<file path="config.mk">
export PLATFORM = sky130hd
export DESIGN_NAME = irq_bridge_ctrl
export DESIGN_NICKNAME = d
export VERILOG_FILES = /design/src/rtl/irq_bridge_pkg.sv /design/src/rtl/irq_sync2.sv /design/src/rtl/irq_outbound.sv /design/src/rtl/irq_inbound.sv /design/src/rtl/irq_bridge_ctrl.sv
export SDC_FILE = /design/constraint.sdc
export NUM_CORES = 1
export LEC_CHECK = 0
export ABC_AREA = 0
export BUFFER_PORTS_ARGS = -buffer_cell sky130_fd_sc_hd__buf_2
export CORE_MARGIN = 5
export CORE_UTILIZATION = 45
export CTS_BUF_LIST = sky130_fd_sc_hd__clkbuf_16
export DETAILED_ROUTE_END_ITERATION = 8
export GPL_TIMING_DRIVEN = 0
export HOLD_SLACK_MARGIN = 0.02
export PLACE_DENSITY = 0.94
export SYNTH_ARGS = -nofsm -noshare
export SYNTH_HDL_FRONTEND = slang
export SYNTH_SLANG_ARGS = --single-unit
</file>
<file path="constraint.sdc">
create_clock -name clk -period 2.3 [get_ports clk]
set_input_delay 0.23 -clock clk [delete_from_list [all_inputs] [get_ports clk]]
set_output_delay 0.23 -clock clk [all_outputs]
set_load 0.03 [all_outputs]
</file>
<file path="src/rtl/irq_bridge_pkg.sv">
package irq_bridge_pkg;

    // register byte offsets
    localparam logic [3:0] OFS_OB_STAT = 4'h0;
    localparam logic [3:0] OFS_OB_EN   = 4'h4;
    localparam logic [3:0] OFS_IB_STAT = 4'h8;
    localparam logic [3:0] OFS_IB_EN   = 4'hC;

    // inbound bit positions
    localparam int IB_W    = 2;
    localparam int IB_FALL = 0;
    localparam int IB_RISE = 1;

    typedef enum logic [2:0] {
        SEL_NONE,
        SEL_OB_STAT,
        SEL_OB_EN,
        SEL_IB_STAT,
        SEL_IB_EN
    } reg_sel_e;

endpackage

</file>
<file path="src/rtl/irq_sync2.sv">
module irq_sync2 #(
    parameter int   STAGES    = 2,
    parameter logic RESET_VAL = 1'b1
) (
    input  logic clk,
    input  logic rst_n,
    input  logic async_i,
    output logic sync_o
);

    logic [STAGES-1:0] chain_d, chain_q;

    generate
        if (STAGES == 1) begin : g_one
            always_comb chain_d = async_i;
        end else begin : g_many
            always_comb chain_d = {chain_q[STAGES-2:0], async_i};
        end
    endgenerate

    always_ff @(posedge clk or negedge rst_n) begin
        if (!rst_n) chain_q <= {STAGES{RESET_VAL}};
        else        chain_q <= chain_d;
    end

    assign sync_o = chain_q[STAGES-1];

endmodule

</file>
<file path="src/rtl/irq_outbound.sv">
module irq_outbound #(
    parameter int N_MBOX = 4,
    parameter int N_ERR  = 2,
    localparam int OB_W  = 1 + N_MBOX + N_ERR
) (
    input  logic            clk,
    input  logic            rst_n,
    input  logic            loc_irq_i,
    input  logic [N_MBOX-1:0] mbox_wr_i,
    input  logic [N_ERR-1:0]  err_i,
    input  logic [OB_W-1:0] clr_i,
    input  logic            en_wr_i,
    input  logic [OB_W-1:0] en_wdata_i,
    output logic [OB_W-1:0] stat_o,
    output logic [OB_W-1:0] en_o,
    output logic            inta_n_o
);

    localparam logic [OB_W-1:0] STICKY = {{(OB_W-1){1'b1}}, 1'b0};

    typedef struct packed {
        logic [OB_W-1:0] stat;
        logic [OB_W-1:0] en;
        logic            inta_n;
    } ob_state_t;

    ob_state_t st_d, st_q;
    logic [OB_W-1:0] set_vec;

    always_comb begin
        st_d        = st_q;
        set_vec     = {err_i, mbox_wr_i, 1'b0};
        st_d.stat   = (((st_q.stat & ~clr_i) | set_vec) & STICKY)
                    | {{(OB_W-1){1'b0}}, loc_irq_i};
        if (en_wr_i) st_d.en = en_wdata_i;
        st_d.inta_n = ~|(st_q.stat & st_q.en);
    end

    always_ff @(posedge clk or negedge rst_n) begin
        if (!rst_n) begin
            st_q.stat   <= '0;
            st_q.en     <= '0;
            st_q.inta_n <= 1'b1;
        end else begin
            st_q <= st_d;
        end
    end

    assign stat_o   = st_q.stat;
    assign en_o     = st_q.en;
    assign inta_n_o = st_q.inta_n;


    level_track_chk: assert property (@(posedge clk) disable iff (!rst_n)
        1'b1 |=> (stat_o[0] == $past(loc_irq_i)));


    mbox_set_chk: assert property (@(posedge clk) disable iff (!rst_n)
        (|mbox_wr_i) |=> ((stat_o[N_MBOX:1] & $past(mbox_wr_i)) == $past(mbox_wr_i)));


    err_set_chk: assert property (@(posedge clk) disable iff (!rst_n)
        (|err_i) |=> ((stat_o[OB_W-1:N_MBOX+1] & $past(err_i)) == $past(err_i)));


    sticky_hold_chk: assert property (@(posedge clk) disable iff (!rst_n)
        1'b1 |=> ((stat_o & $past(stat_o & ~clr_i) & STICKY)
                  == ($past(stat_o & ~clr_i) & STICKY)));


    inta_low_chk: assert property (@(posedge clk) disable iff (!rst_n)
        (|(stat_o & en_o)) |=> !inta_n_o);


    inta_high_chk: assert property (@(posedge clk) disable iff (!rst_n)
        !(|(stat_o & en_o)) |=> inta_n_o);

endmodule

</file>
<file path="src/rtl/irq_inbound.sv">
module irq_inbound
    import irq_bridge_pkg::*;
(
    input  logic            clk,
    input  logic            rst_n,
    input  logic            inta_n_i,
    input  logic [IB_W-1:0] clr_i,
    input  logic            en_wr_i,
    input  logic [IB_W-1:0] en_wdata_i,
    output logic [IB_W-1:0] stat_o,
    output logic [IB_W-1:0] en_o,
    output logic            irq_o
);

    typedef struct packed {
        logic            last;
        logic [IB_W-1:0] stat;
        logic [IB_W-1:0] en;
        logic            irq;
    } ib_state_t;

    ib_state_t st_d, st_q;
    logic      line_sync;
    logic      fall_seen, rise_seen;

    irq_sync2 #(.STAGES(2), .RESET_VAL(1'b1)) u_sync (
        .clk     (clk),
        .rst_n   (rst_n),
        .async_i (inta_n_i),
        .sync_o  (line_sync)
    );

    always_comb begin
        st_d      = st_q;
        fall_seen = st_q.last & ~line_sync;
        rise_seen = ~st_q.last & line_sync;
        st_d.last = line_sync;
        st_d.stat = st_q.stat & ~clr_i;
        if (fall_seen) st_d.stat[IB_FALL] = 1'b1;
        if (rise_seen) st_d.stat[IB_RISE] = 1'b1;
        if (en_wr_i) st_d.en = en_wdata_i;
        st_d.irq  = |(st_q.stat & st_q.en);
    end

    always_ff @(posedge clk or negedge rst_n) begin
        if (!rst_n) begin
            st_q.last <= 1'b1;
            st_q.stat <= '0;
            st_q.en   <= '0;
            st_q.irq  <= 1'b0;
        end else begin
            st_q <= st_d;
        end
    end

    assign stat_o = st_q.stat;
    assign en_o   = st_q.en;
    assign irq_o  = st_q.irq;


    fall_capture_chk: assert property (@(posedge clk) disable iff (!rst_n)
        ($past(line_sync) && !line_sync) |=> stat_o[IB_FALL]);


    rise_capture_chk: assert property (@(posedge clk) disable iff (!rst_n)
        (!$past(line_sync) && line_sync) |=> stat_o[IB_RISE]);


    local_irq_chk: assert property (@(posedge clk) disable iff (!rst_n)
        1'b1 |=> (irq_o == $past(|(stat_o & en_o))));

endmodule

</file>
<file path="src/rtl/irq_bridge_ctrl.sv">
module irq_bridge_ctrl
    import irq_bridge_pkg::*;
#(
    parameter int N_MBOX = 4,
    parameter int N_ERR  = 2,
    parameter int ADDR_W = 4,
    parameter int DATA_W = 32
) (
    input  logic              clk,
    input  logic              rst_n,
    input  logic              loc_irq_i,
    input  logic [N_MBOX-1:0] mbox_wr_i,
    input  logic [N_ERR-1:0]  err_pulse_i,
    input  logic              reg_wr_i,
    input  logic [ADDR_W-1:0] reg_addr_i,
    input  logic [DATA_W-1:0] reg_wdata_i,
    output logic [DATA_W-1:0] reg_rdata_o,
    output logic              pci_inta_n_o,
    input  logic              pci_inta_n_i,
    output logic              loc_irq_o
);

    localparam int OB_W = 1 + N_MBOX + N_ERR;

    reg_sel_e        sel;
    logic [OB_W-1:0] ob_stat, ob_en, ob_clr;
    logic [IB_W-1:0] ib_stat, ib_en, ib_clr;
    logic            ob_en_wr, ib_en_wr;

    always_comb begin
        if      (reg_addr_i == ADDR_W'(OFS_OB_STAT)) sel = SEL_OB_STAT;
        else if (reg_addr_i == ADDR_W'(OFS_OB_EN))   sel = SEL_OB_EN;
        else if (reg_addr_i == ADDR_W'(OFS_IB_STAT)) sel = SEL_IB_STAT;
        else if (reg_addr_i == ADDR_W'(OFS_IB_EN))   sel = SEL_IB_EN;
        else                                         sel = SEL_NONE;
    end

    always_comb begin
        ob_clr   = (reg_wr_i && sel == SEL_OB_STAT) ? reg_wdata_i[OB_W-1:0] : '0;
        ib_clr   = (reg_wr_i && sel == SEL_IB_STAT) ? reg_wdata_i[IB_W-1:0] : '0;
        ob_en_wr = reg_wr_i && (sel == SEL_OB_EN);
        ib_en_wr = reg_wr_i && (sel == SEL_IB_EN);
    end

    irq_outbound #(.N_MBOX(N_MBOX), .N_ERR(N_ERR)) u_out (
        .clk        (clk),
        .rst_n      (rst_n),
        .loc_irq_i  (loc_irq_i),
        .mbox_wr_i  (mbox_wr_i),
        .err_i      (err_pulse_i),
        .clr_i      (ob_clr),
        .en_wr_i    (ob_en_wr),
        .en_wdata_i (reg_wdata_i[OB_W-1:0]),
        .stat_o     (ob_stat),
        .en_o       (ob_en),
        .inta_n_o   (pci_inta_n_o)
    );

    irq_inbound u_in (
        .clk        (clk),
        .rst_n      (rst_n),
        .inta_n_i   (pci_inta_n_i),
        .clr_i      (ib_clr),
        .en_wr_i    (ib_en_wr),
        .en_wdata_i (reg_wdata_i[IB_W-1:0]),
        .stat_o     (ib_stat),
        .en_o       (ib_en),
        .irq_o      (loc_irq_o)
    );

    always_comb begin
        unique case (sel)
            SEL_OB_STAT: reg_rdata_o = DATA_W'(ob_stat);
            SEL_OB_EN:   reg_rdata_o = DATA_W'(ob_en);
            SEL_IB_STAT: reg_rdata_o = DATA_W'(ib_stat);
            SEL_IB_EN:   reg_rdata_o = DATA_W'(ib_en);
            default:     reg_rdata_o = '0;
        endcase
    end


    en_hold_chk: assert property (@(posedge clk) disable iff (!rst_n)
        !(reg_wr_i && reg_addr_i == ADDR_W'(OFS_OB_EN)) |=> $stable(ob_en));


    en_load_chk: assert property (@(posedge clk) disable iff (!rst_n)
        (reg_wr_i && reg_addr_i == ADDR_W'(OFS_IB_EN))
        |=> (ib_en == $past(reg_wdata_i[IB_W-1:0])));

endmodule

</file>
Word level (Yosys, flattened, before mapping)
Cells that the tools add are included.
{"block": "word_totals", "wordCells": 44, "output_inout_bits": 34, "register_bits": 23, "in_bits": 47}
{"block": "op_classes", "reduce_logical": 8, "n_mux": 9, "n_bitwise": 12, "eq_ne": 7}
{"operator": "case mux 7 bit (4 select lines)", "count": 1}
{"operator": "AND 7 bit", "count": 2}
{"operator": "2-to-1 mux 3 bit", "count": 4}
{"operator": "equality test 4 bit (second input constant)", "count": 2}
{"operator": "2-to-1 mux 7 bit", "count": 1}
{"operator": "NOT 7 bit", "count": 1}
{"operator": "OR 7 x 1 -> 7 bit", "count": 1}
{"operator": "OR 7 bit", "count": 1}
{"operator": "OR reduction 7 bit", "count": 1}
{"operator": "equality test 3 x 2 -> 1 bit (second input constant)", "count": 2}
{"operator": "AND 2 bit", "count": 2}
{"operator": "equality test 4 x 3 -> 1 bit (second input constant)", "count": 1}
{"operator": "logical AND 1 bit", "count": 4}
{"operator": "zero test 4 bit", "count": 1}
{"operator": "equality test 3 x 1 -> 1 bit (second input constant)", "count": 1}
{"operator": "equality test 3 bit (second input constant)", "count": 1}
{"operator": "AND 1 bit", "count": 2}
{"operator": "2-to-1 mux 1 bit", "count": 2}
{"operator": "2-to-1 mux 2 bit", "count": 1}
{"operator": "NOT 1 bit", "count": 2}
{"operator": "NOT 2 bit", "count": 1}
{"operator": "OR reduction 2 bit", "count": 1}
{"operator": "zero test 1 bit", "count": 1}

Longest topological paths before layout
Gate-level depths: netlist (run 1).
{"block": "depth", "ltp_word": 12, "ltp_mapped": 4, "ltp_nobuf": 3}

By module
A second synthesis (run 1) with hierarchy kept.
{"block": "unflattened", "hier_cells": 118, "area_unflattened_um2": 1351.3}
{"mod": "irq_outbound", "instances": 1, "cells_per_inst": 39, "area_per_inst_um2": 559.3, "seq_area_each_um2": 376.6}
{"mod": "irq_bridge_ctrl", "instances": 1, "cells_per_inst": 59, "area_per_inst_um2": 500.5, "seq_area_each_um2": 0.0}
{"mod": "irq_inbound", "instances": 1, "cells_per_inst": 18, "area_per_inst_um2": 239.0, "seq_area_each_um2": 151.4}
{"mod": "irq_sync2", "instances": 1, "cells_per_inst": 2, "area_per_inst_um2": 52.6, "seq_area_each_um2": 52.6}

Worst setup path before layout (run 1)
No wires, ideal clock.
{"block": "synth_path", "path_kind": "input to output", "start": "input reg_addr_i[2]", "end": "output reg_rdata_o[0]", "path_buffers": 1, "path_stages": 3, "required_time_ns": 2.070, "setup_slack_ns": 0.916, "arrival_ns": 1.154, "path_cell_list": "buf_6 -> mux4_1 -> and2_1"}
{"block": "synth_between", "elab_chain_cells": 7, "elab_cells_between_ends": 13, "classes_between": "7 x eq/ne; 5 x mux; 1 x reduce/logical"}
{"element": "start: declaration", "line": "irq_bridge_ctrl.sv:15", "text": "input logic [ADDR_W-1:0] reg_addr_i,"}
{"element": "equality test 4 bit", "line": "irq_bridge_ctrl.sv:34", "text": "else if (reg_addr_i == ADDR_W'(OFS_IB_EN)) sel = SEL_IB_EN;"}
{"element": "2-to-1 mux 3 bit", "line": "irq_bridge_ctrl.sv:34"}
{"element": "2-to-1 mux 3 bit", "line": "irq_bridge_ctrl.sv:33", "text": "else if (reg_addr_i == ADDR_W'(OFS_IB_STAT)) sel = SEL_IB_STAT;"}
{"element": "2-to-1 mux 3 bit", "line": "irq_bridge_ctrl.sv:32", "text": "else if (reg_addr_i == ADDR_W'(OFS_OB_EN)) sel = SEL_OB_EN;"}
{"element": "2-to-1 mux 3 bit (*)", "line": "irq_bridge_ctrl.sv:31", "text": "if (reg_addr_i == ADDR_W'(OFS_OB_STAT)) sel = SEL_OB_STAT;"}
{"element": "equality test 3 bit, or another cell as far along", "line": "irq_bridge_ctrl.sv:72", "text": "unique case (sel)"}
{"element": "case mux 7 bit (4 select lines) (*)", "line": "irq_bridge_ctrl.sv:72"}
{"element": "end: declaration", "line": "irq_bridge_ctrl.sv:17", "text": "output logic [DATA_W-1:0] reg_rdata_o,"}
Every way passes the cells marked *; elsewhere a longest branch is shown, timed or not.

Final worst setup path (run 1)
{"block": "layout_path", "start": "register u_out.st_q, in the netlist u_out.en_o[0]", "end": "output reg_rdata_o[0]"}
{"block": "layout_between", "elab_chain_cells": 1}
{"element": "start: declaration", "line": "irq_outbound.sv:27", "text": "ob_state_t st_d, st_q;"}
{"element": "start signal: assignment", "line": "irq_outbound.sv:45", "text": "st_q <= st_d;"}
{"element": "case mux 7 bit (4 select lines)", "line": "irq_bridge_ctrl.sv:72"}
No other way between the ends.

==> results of run 1 <==
[sequential cells by signal, indices dropped and copies added (netlist names)]
name,flops
u_in.irq_o,1
u_in.st_q,1
u_out.stat_o,7
u_in.en_o,2
u_in.stat_o,2
u_in.u_sync.chain_q,2
u_out.en_o,7
u_out.inta_n_o,1
[power groups by stage]
stage / Combinational, mW / Clock [mW] / Sequential (mW)
6_report: 0.257 / 0.370 / 0.494
5_1_grt: 0.280 / 0.396 / 0.501
4_1_cts: 0.257 / 0.376 / 0.493
3_5_place_dp: 0.255 / 0 / 0.498
3_3_place_gp: 0.250 / 0 / 0.496
2_1_floorplan: 0.185 / 0 / 0.504
[path summary, 6_finish.rpt]
kind | start | end | slack (ns) | cells past startpoint
hold / removal | pci_inta_n_i | u_in.u_sync.chain_q[0] | 0.07 | 1
hold reg to reg | u_in.u_sync.chain_q[0] | u_in.u_sync.chain_q[1] | 0.36 | 0
min in group asynchronous | rst_n | u_in.irq_o | 0.47 | 2
setup reg to reg | u_out.stat_o[0] | u_out.inta_n_o | 1.34 | 2
max in group asynchronous | rst_n | u_out.inta_n_o | 1.48 | 2
setup / recovery | u_out.en_o[0] | reg_rdata_o[0] | 0.57 | 3
[routing by layer]
layer | track usage, % | up-vias | part of all wire [%] | routed length, um
li1 | - | 430 | - | -
met1 | 13.5 | 421 | 36 | 913
met2 | 24.5 | 39 | 53 | 1340
met3 | 3.78 | 7 | 8.6 | 220
met4 | 8.49 | 0 | 3.0 | 76
met5 | 0 | - | 0 | 0
[stage by stage]
step | power, mW | hold WS (ns) | utilization (%) | setup WS [ns] | area, um2
5_1_grt | 1.18 | 0.0648 | 59.4 | 0.522 | 1610
6_report | 1.12 | 0.0678 | 59.4 | 0.574 | 1610
4_1_cts | 1.13 | 0.0665 | 59.4 | 0.560 | 1610
3_5_place_dp | 0.753 | 0.216 | 56.1 | 0.792 | 1520
2_1_floorplan | 0.689 | -0.0656 | - | 0.916 | 1340
3_3_place_gp | 0.746 | 0.215 | 56.1 | 0.802 | 1520
[cells in the final DEF, fill, tap and decap left out, types with 4 or more instances in the layout]
master / netlist / final
a21o_1: 6 / 6
buf_2: 0 / 29
buf_4: 25 / 25
conb_1: 1 / 25
dfrtp_1: 19 / 19
dfstp_2: 4 / 4
mux2_2: 9 / 9
mux2i_1: 5 / 5
nand3b_1: 6 / 6
nor2_1: 6 / 6
[logic make-up (layout without fill, tap and decap cells)]
family | after synthesis | count (layout) | synth area share, %
simple gates | 21 | 21 | 11.4
buf+inv | 29 | 63 | 17.6
other cells | 1 | 25 | 0.301
compound gates | 12 | 12 | 7.73
mux | 16 | 16 | 16.4
flops | 23 | 23 | 46.6
[layout make-up]
class / count / area, um2 / area share [%]
clock inverter: 1 / 5.00 / 0.311
tap: 31 / 38.8 / 2.41
inverter: 1 / 3.75 / 0.233
buffer: 28 / 215 / 13.4
clock buffer: 3 / 75.1 / 4.66
multi-input combinational: 74 / 537 / 33.3
timing repair buffer: 30 / 155 / 9.63
sequential: 23 / 581 / 36.1
[critical path, delay by kind of cell, from the launching register on]
kind | cells | cell delay, ns
and+or+nand+nor | 1 | 0.17
DFF | 1 | 0.40
buffers and inverters | 1 | 0.17
muxes | 1 | 0.50
[timing repair]
item	in CTS	in global routing
hold buffers	1	0
setup endpoints to repair	0	0
endpoints found under the hold margin	19	0
==> PnR_summary.wiki, run 1 <==
{| class="wikitable"
! Metric !! Value
|-
| Wire length of the first global-routing pass || 4270 um
|-
| Setup repair after global routing missed its margin || no
|-
| Worst setup EP type || output pin
|-
| Switching Share || 28.0%
|-
| Average via count per standard cell || 4.70
|-
| Final setup fails || 0
|-
| Count of mapped cells out of synthesis || 102
|-
| Delay contributed by the slowest stage of the critical path || 0.50 ns
|-
| Post-synth EDFFs || 0
|-
| Type of element launching the critical path || register
|-
| Routed via count || 897
|-
| Transition time of the tightest slew-check pin || 0.581 ns
|-
| Setup TNS || 0 ns
|-
| H-tree depth || 1
|-
| Num Clock Sinks || 23
|-
| Insertion delay of the later-clocked pin in the worst-skew pair || 0.26 ns
|-
| Vias in the first global route || between 900 and 1,000
|-
| Height of the die || 62.6 um
|-
| Ys async rst share || 100%
|-
| DR DRC count || 0
|-
| Cell Area, Synth || 1250 um2
|-
| Dominant register cell in the synthesized netlist || dfrtp_1
|-
| Largest fanout on the critical path || 3
|-
| Highest attainable clock frequency || 0.579 GHz
|-
| Count of final hold-check violations || 0
|-
| Final worst path period share || 75.0%
|-
| Clock Skew || 0.000854 ns
|-
| Post-synth top area share || 38.2%
|-
| Cell Int Power || between 0.8 and 0.9 mW
|-
| Buffer type at the clock tree root || clkbuf_16
|-
| Layout Area Growth over Synthesis || 29.2%
|-
| Pwr per Cell Area || 696 nW/um2
|-
| Total GRT Usage || between 10% and 20%
|-
| Number of non-filler instances in the completed layout || 191
|-
| Max_slew headroom || 61.1%
|-
| Clock transition at the registers of the reported paths || 0.06 ns
|-
| Grt total ovfl || 0
|-
| Core outline area || approximately 2700 um2
|-
| Post-cts repair resize count || 0
|-
| Synthesis Warnings || 0
|-
| Lkg Pwr || a little over 0.8 nW
|-
| Part of the power in registers || a little over two fifths
|-
| Leading post-synthesis cells by instance count || 25 x buf_4, 19 x dfrtp_1, 9 x mux2_2
|-
| Mean post-synth cell area || 12.2 um2
|-
| Routed Antenna Nets || 0
|-
| Post-detail-place hpwl || 1930 um
|-
| Cell taking the most area after synthesis || dfrtp_1
|-
| Ordered list of cells on the worst path || mux4_1 > and2_1 > buf_2
|-
| Wire length per cell after detailed routing || 13.4 um
|-
| Effective utilization at floorplan || 46.0%
|-
| Diodes inserted || 0
|-
| Cell with the largest stage delay on the worst path || mux4_1
|-
| Largest net degree at the start of global routing || 24
|-
| Worst IR Drop VDD || 0.701 mV
|-
| Port Buffer Count || 29
|-
| Outcome || finished, final reports clean
|-
| Fill cell total of the finished layout || 233
|-
| Post-synthesis sequential area ratio || 46.6%
|-
| Post-Place Cells || 186
|-
| FF+latch count, synth || 23
|-
| Number of buffers on the longest clock path || 2
|-
| CP Data Arrival Time || 1.50 ns
|-
| Fraction of layout instances using a drive strength above 1 || ~47%
|-
| # IOs || 81
|-
| Die outline width || 62.6 um
|-
| Worst path required time || slightly above 2 ns
|-
| Switching power || 0.313 mW
|-
| Clock group share of total power || 33.0%
|-
| Final net count || 208
|-
| TritonCTS clock tree || yes
|-
| Number of antenna violations at the first check in global routing || 0
|-
| Kind of critical path || register to output pin
|-
| Die Footprint || 3920 um2
|-
| Fin crit period || 1.73 ns
|-
| Most instantiated library cell after synthesis || buf_4
|-
| Final routed wirelength across all metal layers || 2550 um
|-
| Maximum capacitance violations || 0
|-
| TritonRoute pass-1 iters || 4
|-
| Standard-cell rows || 19
|-
| Count of unique library cells instantiated by Yosys || 24
|-
| Count of pins over their slew limit || 0
|-
| Drt initial violations || 9
|-
| Main area contributors after synthesis || dfrtp_1 38%, buf_4 15%, dfstp_2 8.4%
|-
| Hold Crit Class || input pin to register
|-
| Final weighted congestion of routability-driven global placement || between 0.7 and 0.8
|-
| Power share of the combinational group || between 20% and 30%
|-
| Number of buffers inserted to repair setup after CTS || 0
|-
| TritonCTS Buffers || 3
|}
No activity file was read; power rests on OpenSTA's default activity.
==> run 2: changes to the inputs <==
--- a/config.mk
+++ b/config.mk
@@ -8,12 +8,12 @@
 export ABC_AREA = 0
 export BUFFER_PORTS_ARGS = -buffer_cell sky130_fd_sc_hd__buf_2
 export CORE_MARGIN = 5
-export CORE_UTILIZATION = 45
+export CORE_UTILIZATION = 38
 export CTS_BUF_LIST = sky130_fd_sc_hd__clkbuf_16
 export DETAILED_ROUTE_END_ITERATION = 8
 export GPL_TIMING_DRIVEN = 0
 export HOLD_SLACK_MARGIN = 0.02
-export PLACE_DENSITY = 0.94
+export PLACE_DENSITY = 0.85
 export SYNTH_ARGS = -nofsm -noshare
 export SYNTH_HDL_FRONTEND = slang
 export SYNTH_SLANG_ARGS = --single-unit
==> constraint.sdc (replaced) <==
create_clock -name clk -period 1.5 [get_ports clk]
set_input_delay 0.15 -clock clk [delete_from_list [all_inputs] [get_ports clk]]
set_output_delay 0.15 -clock clk [all_outputs]
set_load 0.03 [all_outputs]
==> run 2 against run 1 <==
The run now ends with negative setup slack left. Global-route usage decreased by 0.53 points. Cell area increased by 7.9%. Critical path type unchanged. Clock skew increased by 0.0013 ns. Non-clock buffer count increased by 13. Utilization decreased by 3.4 points. Sequential cell count unchanged. Largest power group unchanged. Critical endpoint is now reg_rdata_o[1].
==> PnR_summary.wiki, run 2 (synthesis results as in run 1) <==
{| class="wikitable"
! Metric !! Value
|-
| Post-detail-place hpwl || 2090 um (+8.4%)
|-
| Kind of critical path || register to output pin
|-
| Standard-cell rows || 20 (+1)
|-
| Average via count per standard cell || 4.22 (-10%)
|-
| Sequential Area || 581 um2 (unchanged)
|-
| Routed Antenna Nets || 0 (unchanged)
|-
| Diodes inserted || 0 (unchanged)
|-
| Type of element launching the critical path || register
|-
| TritonCTS clock tree || yes
|-
| Post-Place Cells || 199 (+7.0%)
|-
| Wire length per cell after detailed routing || 13.0 um (-2.9%)
|-
| TritonCTS Buffers || 3 (unchanged)
|-
| TritonRoute pass-1 iters || 4 (unchanged)
|-
| Number of antenna violations at the first check in global routing || 0 (unchanged)
|-
| Insertion delay of the later-clocked pin in the worst-skew pair || 0.26 ns (about the same)
|-
| Grt total ovfl || 0 (unchanged)
|-
| Fraction of layout instances using a drive strength above 1 || 51.4% (+4.6 points)
|-
| Fin crit period || 1.58 ns
|-
| Vias in the first global route || 898 (-7.3%)
|-
| Fill cell total of the finished layout || 296 (+27%)
|-
| Routed via count || 916 (+2.1%)
|-
| Hold Crit Class || input pin to register
|-
| DR DRC count || 0 (unchanged)
|-
| Largest fanout on the critical path || 2 (-1)
|-
| Count of pins over their slew limit || 0 (unchanged)
|-
| Multi-input gate area || 534 um2 (-0.47%)
|-
| Failing checks || negative setup slack
|-
| Max_slew headroom || 62.7% (+1.6 points)
|-
| H-tree depth || 1 (unchanged)
|-
| Height of the die || 67.3 um (+7.4%)
|-
| Worst setup EP type || output pin
|-
| # IOs || 81 (unchanged)
|-
| Number of buffers on the longest clock path || 2 (unchanged)
|-
| Count of final hold-check violations || 0 (unchanged)
|-
| Final routed wirelength across all metal layers || 2810 um (+10%)
|-
| Layout Area Growth over Synthesis || 39.5%
|-
| Final setup fails || 2 (+2)
|-
| Final worst path period share || 105%
|-
| Clock Skew || 0.00216 ns (+0.00131 ns)
|-
| Worst path required time || 1.35 ns (-0.72 ns)
|-
| Buffer type at the clock tree root || clkbuf_16
|-
| Final weighted congestion of routability-driven global placement || 0.731 (+0.33%)
|-
| Most frequent standard cell in the layout excluding fill and tap cells || buf_4
|-
| Num Clock Sinks || 23 (unchanged)
|-
| Port Buffer Count || 29 (unchanged)
|-
| Total GRT Usage || 13.1% (-0.53 points)
|-
| Most frequent cells in the layout || 36 x buf_4, 27 x buf_2, 25 x conb_1, 19 x dfrtp_1, 9 x mux2_2
|-
| Die Footprint || 4520 um2 (+15%)
|-
| Outcome || finished with violations
|-
| Transition time of the tightest slew-check pin || 0.557 ns (-0.0240 ns)
|-
| Maximum capacitance violations || 0 (unchanged)
|-
| Final net count || 221 (+6.3%)
|-
| Post-layout worst setup margin || -0.0763 ns (-0.651 ns)
|-
| CP Data Arrival Time || 1.43 ns (-0.07 ns)
|-
| Number of non-filler instances in the completed layout || 217 (+14%)
|-
| Wire length of the first global-routing pass || 4280 um (+0.30%)
|-
| Highest attainable clock frequency || 0.634 GHz
|-
| Worst IR Drop VDD || 0.568 mV (-19%)
|-
| Clock transition at the registers of the reported paths || 0.06 ns (about the same)
|-
| Die outline width || 67.3 um (+7.4%)
|-
| Setup repair after global routing missed its margin || yes
|-
| Drt initial violations || 20 (+11)
|-
| Pre-CTS setup slack || 0.107 ns (-0.685 ns)
|-
| Core outline area || 3100 um2 (+14%)
|-
| Pwr per Cell Area || 1030 nW/um2 (+48%)
|-
| Effective utilization at floorplan || 40.2% (-5.8 points)
|-
| Lkg Pwr || 0.880 nW (+7.2%)
|-
| Largest net degree at the start of global routing || 24 (unchanged)
|}
==> run 2: area by class of cell <==
type	instances	area share, %
Clock inverter	1	0.216
Tap cell	44	3.17
Multi-Input combinational cell	74	30.7
Clock buffer	3	4.32
Sequential cell	23	33.4
Inverter	1	0.216
Timing Repair Buffer	43	15.6
Buffer	28	12.4
==> run 2: worst paths after layout <==
kind,cells past startpoint,to,start,slack [ns]
setup / recovery,3,reg_rdata_o[1],u_in.en_o[1],-0.08
hold / removal,2,u_out.stat_o[4],mbox_wr_i[3],0.06
setup reg to reg,4,u_out.inta_n_o,u_out.stat_o[0],0.30
hold reg to reg,0,u_in.u_sync.chain_q[1],u_in.u_sync.chain_q[0],0.36
max in group asynchronous,2,u_in.st_q[5],rst_n,0.75
min in group asynchronous,2,u_out.stat_o[0],rst_n,0.39
==> run 2: timing repair <==
action,4_1_cts,5_1_grt
endpoints found under the setup margin,2,2
endpoints found under the hold margin,21,0
resized for setup,8,0
gates cloned,0,0
hold buffers,3,0
setup buffers,8,3
==> run 2: report_power, final <==
part	internal, mW	switching, mW
Clock	0.356	0.214
Combinational	0.232	0.245
Sequential	0.703	0.0446
Total	1.29	0.503
==> run 2: metrics by stage <==
step	TNS, ns	power (mW)	instance area [um2]	utilization, %	hold slack (ns)
after floorplan	0	1.06	1340	-	-0.146
after global placement	0	1.15	1540	49.5	0.142
after detailed placement	0	1.16	1540	49.5	0.143
after CTS	-0.138	1.79	1720	55.3	0.0641
after global routing	-0.186	1.88	1740	56.0	0.0660
final	-0.132	1.80	1740	56.0	0.0630
==> run 2: metal layers <==
layer / track usage, % / vias to the layer above / part of all wire (%)
met5: 0 / - / 0
met4: 7.59 / 0 / 2.2
met3: 2.33 / 5 / 9.6
met2: 23.2 / 51 / 48
met1: 14.5 / 408 / 40
li1: - / 452 / -
==> run 2: critical path, cell delays in order, from the launching register on <==
cell and delay, ns:
dfrtp_1 0.38, mux4_2 0.48, and2_4 0.18, buf_6 0.13
